## src/rtl/ext_ctx_pkg.sv

```systemverilog
package ext_ctx_pkg;

    localparam int CTX_W = 2;

    typedef enum logic [CTX_W-1:0] {
        CTX_OFF   = 2'd0,
        CTX_INIT  = 2'd1,
        CTX_CLEAN = 2'd2,
        CTX_DIRTY = 2'd3
    } ctx_state_e;

    typedef enum logic [1:0] {
        MV_HOLD      = 2'b00,
        MV_MARK      = 2'b01,
        MV_LOAD      = 2'b10,
        MV_LOAD_MARK = 2'b11
    } ctx_move_e;

endpackage

```

## src/rtl/ext_ctx_gate.sv

```systemverilog
module ext_ctx_gate
    import ext_ctx_pkg::*;
(
    input  logic             ins_valid,
    input  logic             ins_fp_access,
    input  logic             ins_fp_write,
    input  logic             ins_cx_op,
    input  logic             retire,
    input  logic [CTX_W-1:0] fs_cur,
    input  logic [CTX_W-1:0] xs_cur,
    output logic             illegal,
    output logic             fp_promote,
    output logic             cx_promote
);

    logic fp_trap;
    logic cx_trap;
    logic commit;

    always_comb begin
        fp_trap    = ins_valid && (ins_fp_access || ins_fp_write) && (fs_cur == CTX_OFF);
        cx_trap    = ins_valid && ins_cx_op && (xs_cur == CTX_OFF);
        illegal    = fp_trap || cx_trap;
        commit     = ins_valid && retire && !illegal;
        fp_promote = commit && ins_fp_write;
        cx_promote = commit && ins_cx_op;
    end

endmodule

```

## src/rtl/ext_ctx_field.sv

```systemverilog
module ext_ctx_field
    import ext_ctx_pkg::*;
#(
    parameter bit PRESENT = 1'b1
) (
    input  logic             clk,
    input  logic             rst_n,
    input  logic             wr_en,
    input  logic [CTX_W-1:0] wr_val,
    input  logic             promote,
    output logic [CTX_W-1:0] state_o
);

    generate
        if (PRESENT) begin : g_live
            ctx_state_e state_q;
            ctx_state_e state_d;
            ctx_state_e base;
            ctx_move_e  move;
            logic       mark;

            always_comb begin
                base = wr_en ? ctx_state_e'(wr_val) : state_q;
                mark = promote && (base != CTX_OFF);
                move = ctx_move_e'({wr_en, mark});
                state_d = state_q;
                unique case (move)
                    MV_HOLD:      state_d = state_q;
                    MV_LOAD:      state_d = ctx_state_e'(wr_val);
                    MV_MARK:      state_d = CTX_DIRTY;
                    MV_LOAD_MARK: state_d = CTX_DIRTY;
                    default:      state_d = state_q;
                endcase
            end

            always_ff @(posedge clk or negedge rst_n) begin
                if (!rst_n) state_q <= CTX_OFF;
                else        state_q <= state_d;
            end

            always_comb begin
                state_o = state_q;
            end
        end else begin : g_absent
            always_comb begin
                state_o = CTX_OFF;
            end
        end
    endgenerate

endmodule

```

## src/rtl/ext_ctx_status.sv

```systemverilog
module ext_ctx_status
    import ext_ctx_pkg::*;
#(
    parameter bit HAS_FP = 1'b1,
    parameter bit HAS_CX = 1'b1
) (
    input  logic             clk,
    input  logic             rst_n,
    input  logic             ins_valid,
    input  logic             ins_fp_access,
    input  logic             ins_fp_write,
    input  logic             ins_cx_op,
    input  logic             retire,
    input  logic             csr_wr_en,
    input  logic [CTX_W-1:0] csr_wr_fs,
    input  logic [CTX_W-1:0] csr_wr_xs,
    output logic             illegal_req,
    output logic [CTX_W-1:0] fs_state,
    output logic [CTX_W-1:0] xs_state
);

    logic fp_promote;
    logic cx_promote;

    ext_ctx_gate u_gate (
        .ins_valid     (ins_valid),
        .ins_fp_access (ins_fp_access),
        .ins_fp_write  (ins_fp_write),
        .ins_cx_op     (ins_cx_op),
        .retire        (retire),
        .fs_cur        (fs_state),
        .xs_cur        (xs_state),
        .illegal       (illegal_req),
        .fp_promote    (fp_promote),
        .cx_promote    (cx_promote)
    );

    ext_ctx_field #(.PRESENT(HAS_FP)) u_fs (
        .clk     (clk),
        .rst_n   (rst_n),
        .wr_en   (csr_wr_en),
        .wr_val  (csr_wr_fs),
        .promote (fp_promote),
        .state_o (fs_state)
    );

    ext_ctx_field #(.PRESENT(HAS_CX)) u_xs (
        .clk     (clk),
        .rst_n   (rst_n),
        .wr_en   (csr_wr_en),
        .wr_val  (csr_wr_xs),
        .promote (cx_promote),
        .state_o (xs_state)
    );

endmodule

```

## config.mk

```make
export PLATFORM = sky130hd
export DESIGN_NAME = ext_ctx_status
export DESIGN_NICKNAME = d
export VERILOG_FILES = /design/src/rtl/ext_ctx_pkg.sv /design/src/rtl/ext_ctx_gate.sv /design/src/rtl/ext_ctx_field.sv /design/src/rtl/ext_ctx_status.sv
export SDC_FILE = /design/constraint.sdc
export NUM_CORES = 1
export LEC_CHECK = 0
export ABC_AREA = 1
export BUFFER_PORTS_ARGS = -buffer_cell sky130_fd_sc_hd__clkbuf_2
export CORE_AREA = 2 2 39 41
export CTS_CLUSTER_SIZE = 28
export DETAILED_ROUTE_END_ITERATION = 8
export DIE_AREA = 0 0 41 43
export PLACE_DENSITY = 0.55
export SLEW_MARGIN = 20
export SYNTH_ARGS = -nofsm -noshare
export SYNTH_HDL_FRONTEND = slang
export SYNTH_SLANG_ARGS = --single-unit
```

## constraint.sdc

```tcl
create_clock -name clk -period 2.3 [get_ports clk]
set_input_delay 0.345 -clock clk [delete_from_list [all_inputs] [get_ports clk]]
set_output_delay 0.345 -clock clk [all_outputs]
set_load 0.05 [all_outputs]
```

==> impl.org <==
** Synth
- Most numerous cell in the Yosys netlist :: nand2_1
- Distinct cell type count after synthesis :: 8
- Area of the mapped netlist :: ~280 sq um
- Post-synth EDFFs :: 0
- Among all flip-flop cells after synthesis, the most frequent one is dfrtp_1.
- Counting every instance in the synthesized netlist gives 47.
- In the synthesized netlist, the cells that appear most often are nand2_1 (19), inv_1 (15), dfrtp_1 (4), o21bai_1 (4), nand3_1 (2).
- After synthesis, the mean cell area works out to between 6 and 7 sq um.
- Synthesized Nets :: 59
- In the post-synthesis netlist, the biggest area contributors are dfrtp_1 (35%), nand2_1 (25%), inv_1 (20%).
- Async S/R FF share, synth :: 100%
- Area share of the largest cell type after synthesis :: a little over a third
- Register area share after synthesis :: 35.4%
- Largest area contributor in the netlist :: dfrtp_1
- During synthesis, Yosys emitted a total of 0 warnings.
- In this run, synthesis produced a sequential element count of 4.

** Timing
- Max frequency :: 614 MHz
- Worst Max-Slew Pin Slew :: 0.278 ns
- Pins Over Slew Limit :: 0
- The hold violation count in the final report was 0.
- Worst setup margin :: 0.671 ns
- Clock tree skew after final layout :: 0.000600 ns
- Setup repair after global routing left no endpoint under its margin.
- Dividing the final minimum period by the clock period gives a little over two thirds.
- Headroom to the max-slew limit came out at between 80% and 90%.
- Final setup TNS :: 0 ns
- Setup violation total in the final timing report :: 0
- The routed design could run at a clock period as short as 1.63 ns.

** Worst setup path
- In this design, the largest share of critical-path delay is due to buffers and inverters.
- Along the worst path, the maximum fanout reaches 2.
- Signal arrival time at the worst endpoint :: 1.28 ns
- The worst setup path is captured at an output port.
- On the worst path, the slowest cell contributes a delay of around 0.37 ns.
- By startpoint and endpoint, the worst setup path is classified as reg -> out.
- Count of cells along the worst register-to-register path :: 4
- Startpoint class of the critical path :: flop
- Worst reg2reg setup slack :: 1.35 ns
- Capturing point of the worst reg2reg path :: u_xs.state_o[1]$_DFFE_PN0P_
- The critical path goes through inv_1 > nand3_1 > a21boi_0 > clkbuf_2.
- Worst endpoint required time :: 1.96 ns
- On the critical path, the stage with the largest delay is an instance of dfrtp_1.
- Source of the worst register-to-register timing path :: u_xs.state_o[0]$_DFFE_PN0P_
- The critical path starts at u_xs.state_o[0]$_DFFE_PN0P_.
- WP buf/inv :: 2

** Global route
- Vias in the first global route :: 250
- Entering global routing, the biggest net connects 6 pins.
- Global-route wire length before repair :: 897 um
- Remaining global-route overflow :: 0
- The number of antenna violations at the first check in global routing is 0.
- Total routing resource utilization after global routing :: between 7 and 8%

** Place
- Number of buffers inserted by port buffering :: 16
- Timing analysis after detailed placement gives a worst setup slack of 0.905 ns.
- Routability-driven placement finished with a final weighted congestion of 0.575.

** Route
- Average wire per cell in the routed design :: 7.19 um
- Vias after detailed routing :: 317
- After the first detailed-routing iteration, the DRC count stood at 8.
- For this run, the detailed router's first-pass iteration total came to 4.
- Detailed-route wire length :: 597 um
- Antenna-violating nets left :: 0
- DRC errors left :: 0
- Using the TritonRoute via totals, the vias-per-cell ratio works out to 3.82.

** Cells and area
- Area growth from synthesis to layout :: 46.9%
- Antenna diode count :: 0
- The final layout contains between 80 and 90 nets.
- Proportion of layout cells with a drive suffix above 1 :: between 20% and 30%
- For this run, the share of the core covered by cells in the final layout is 30.0%.

** Clocking
- CTS built an H-tree with a depth of 1.
- Buffers inserted during post-CTS setup optimization :: 0
- CTS sink cnt :: 4
- The cell sitting at the root of the clock tree is a clkbuf_4.
- Number of buffers between clock root and the deepest sink :: 2
- Inserted Clock Buffers :: 3
- Clock transition at path regs :: 0.03 ns
- At the later pin of the worst-skew pair, clock insertion delay measures 0.23 ns.
- TritonCTS built the clock tree.

** Worst hold path
- Min-delay worst type :: in -> reg
- The worst hold path terminates at u_xs.state_o[0]$_DFFE_PN0P_.
- The worst hold path was traced through 3 stages.
- In this run the most critical hold path is launched from ins_cx_op.

** Flow run
- Max cap viols :: 0

** Power
- For this design the static power due to leakage is ~0.00028 uW.
- Maximum resistive drop on vdd :: 0.141 mV
- Power density over the cells :: 595 nW/um^2

** Floorplanning
- In this run the core area contains 14 standard-cell rows.
- The die covers 1760 sq um.
- From bottom edge to top edge, the die measures about 43 um.
- Core Footprint :: 1380 sq um
- In this run the horizontal extent of the chip is 41 um.
- Number of ports placed on the die boundary :: 17
- Effective utilization at floorplan :: 20.4%

** Status
- The run finished with clean final reports.
## timing repair
item                      in CTS  in global routing
resized for setup              0                  0
hold endpoints to repair       4                  0
hold buffers                   1                  0
## layer usage
metal  share of wire (%)  GRT usage [%]  vias to the layer above
li1                    -              -                      175
met3                 9.7           1.57                        2
met4                 3.2           10.0                        0
met2                  43           9.38                       16
met1                  44           10.0                      124
met5                   0              0                        -
## power breakdown
part	internal, uW	switching (uW)	total, uW
logic	25.5	54.8	80.3
registers	77.9	4.59	82.5
clock network	58.2	26.2	84.4
total	162	85.6	247
## worst min-delay path, cell delays in order
cell	delay, ns
clkbuf_2	0.09
nand2_1	0.08
o21bai_1	0.06
## per-stage QoR
step,instance area [sq um],hold WS (ns),total power (uW),instances
2_1_floorplan,283,0.0494,138,47
3_3_place_gp,383,0.153,162,79
3_5_place_dp,383,0.153,163,79
4_1_cts,415,0.380,253,83
5_1_grt,415,0.393,268,83
6_report,415,0.386,247,83
## registers in the layout, indices dropped and copies added (netlist names)
register      count
u_xs.state_o      2
u_fs.state_o      2
## cell usage in the layout, fill, tap and decap left out
cell type,n
o21bai_1,4
dlygate4sd3_1,1
inv_2,1
dfrtp_1,4
inv_1,15
clkbuf_4,3
nand3_1,2
a21boi_0,1
nor2_1,1
clkbuf_2,16
nand2_1,19
## worst max path at each step
| stage | slack, ns | depth (start not counted) | to |
|---|---|---|---|
| 2_1_floorplan | 0.04 | 3 | illegal_req |
| 3_3_place_gp | 0.94 | 6 | illegal_req |
| 3_5_place_dp | 0.90 | 6 | illegal_req |
| 4_1_cts | 0.65 | 4 | illegal_req |
| 5_1_grt | 0.54 | 4 | illegal_req |
| 6_report | 0.67 | 4 | illegal_req |
## cells by family after synthesis
| group | after synthesis | synth area share, % |
|---|---|---|
| and+or+nand+nor | 22 | 30.1 |
| buffers and inverters | 16 | 21.2 |
| AOI/OAI and AO/OA | 5 | 13.3 |
| DFF | 4 | 35.4 |
## layout make-up
type                    instances  area, sq um
clock buffers                   3         22.5
well taps                      16         20.0
inverters                      16         60.1
multi-input cells              27          123
flip-flops and latches          4          100
repair buffers                 17         90.1
fillers                       160          968
(Power assumes the default switching activity.)
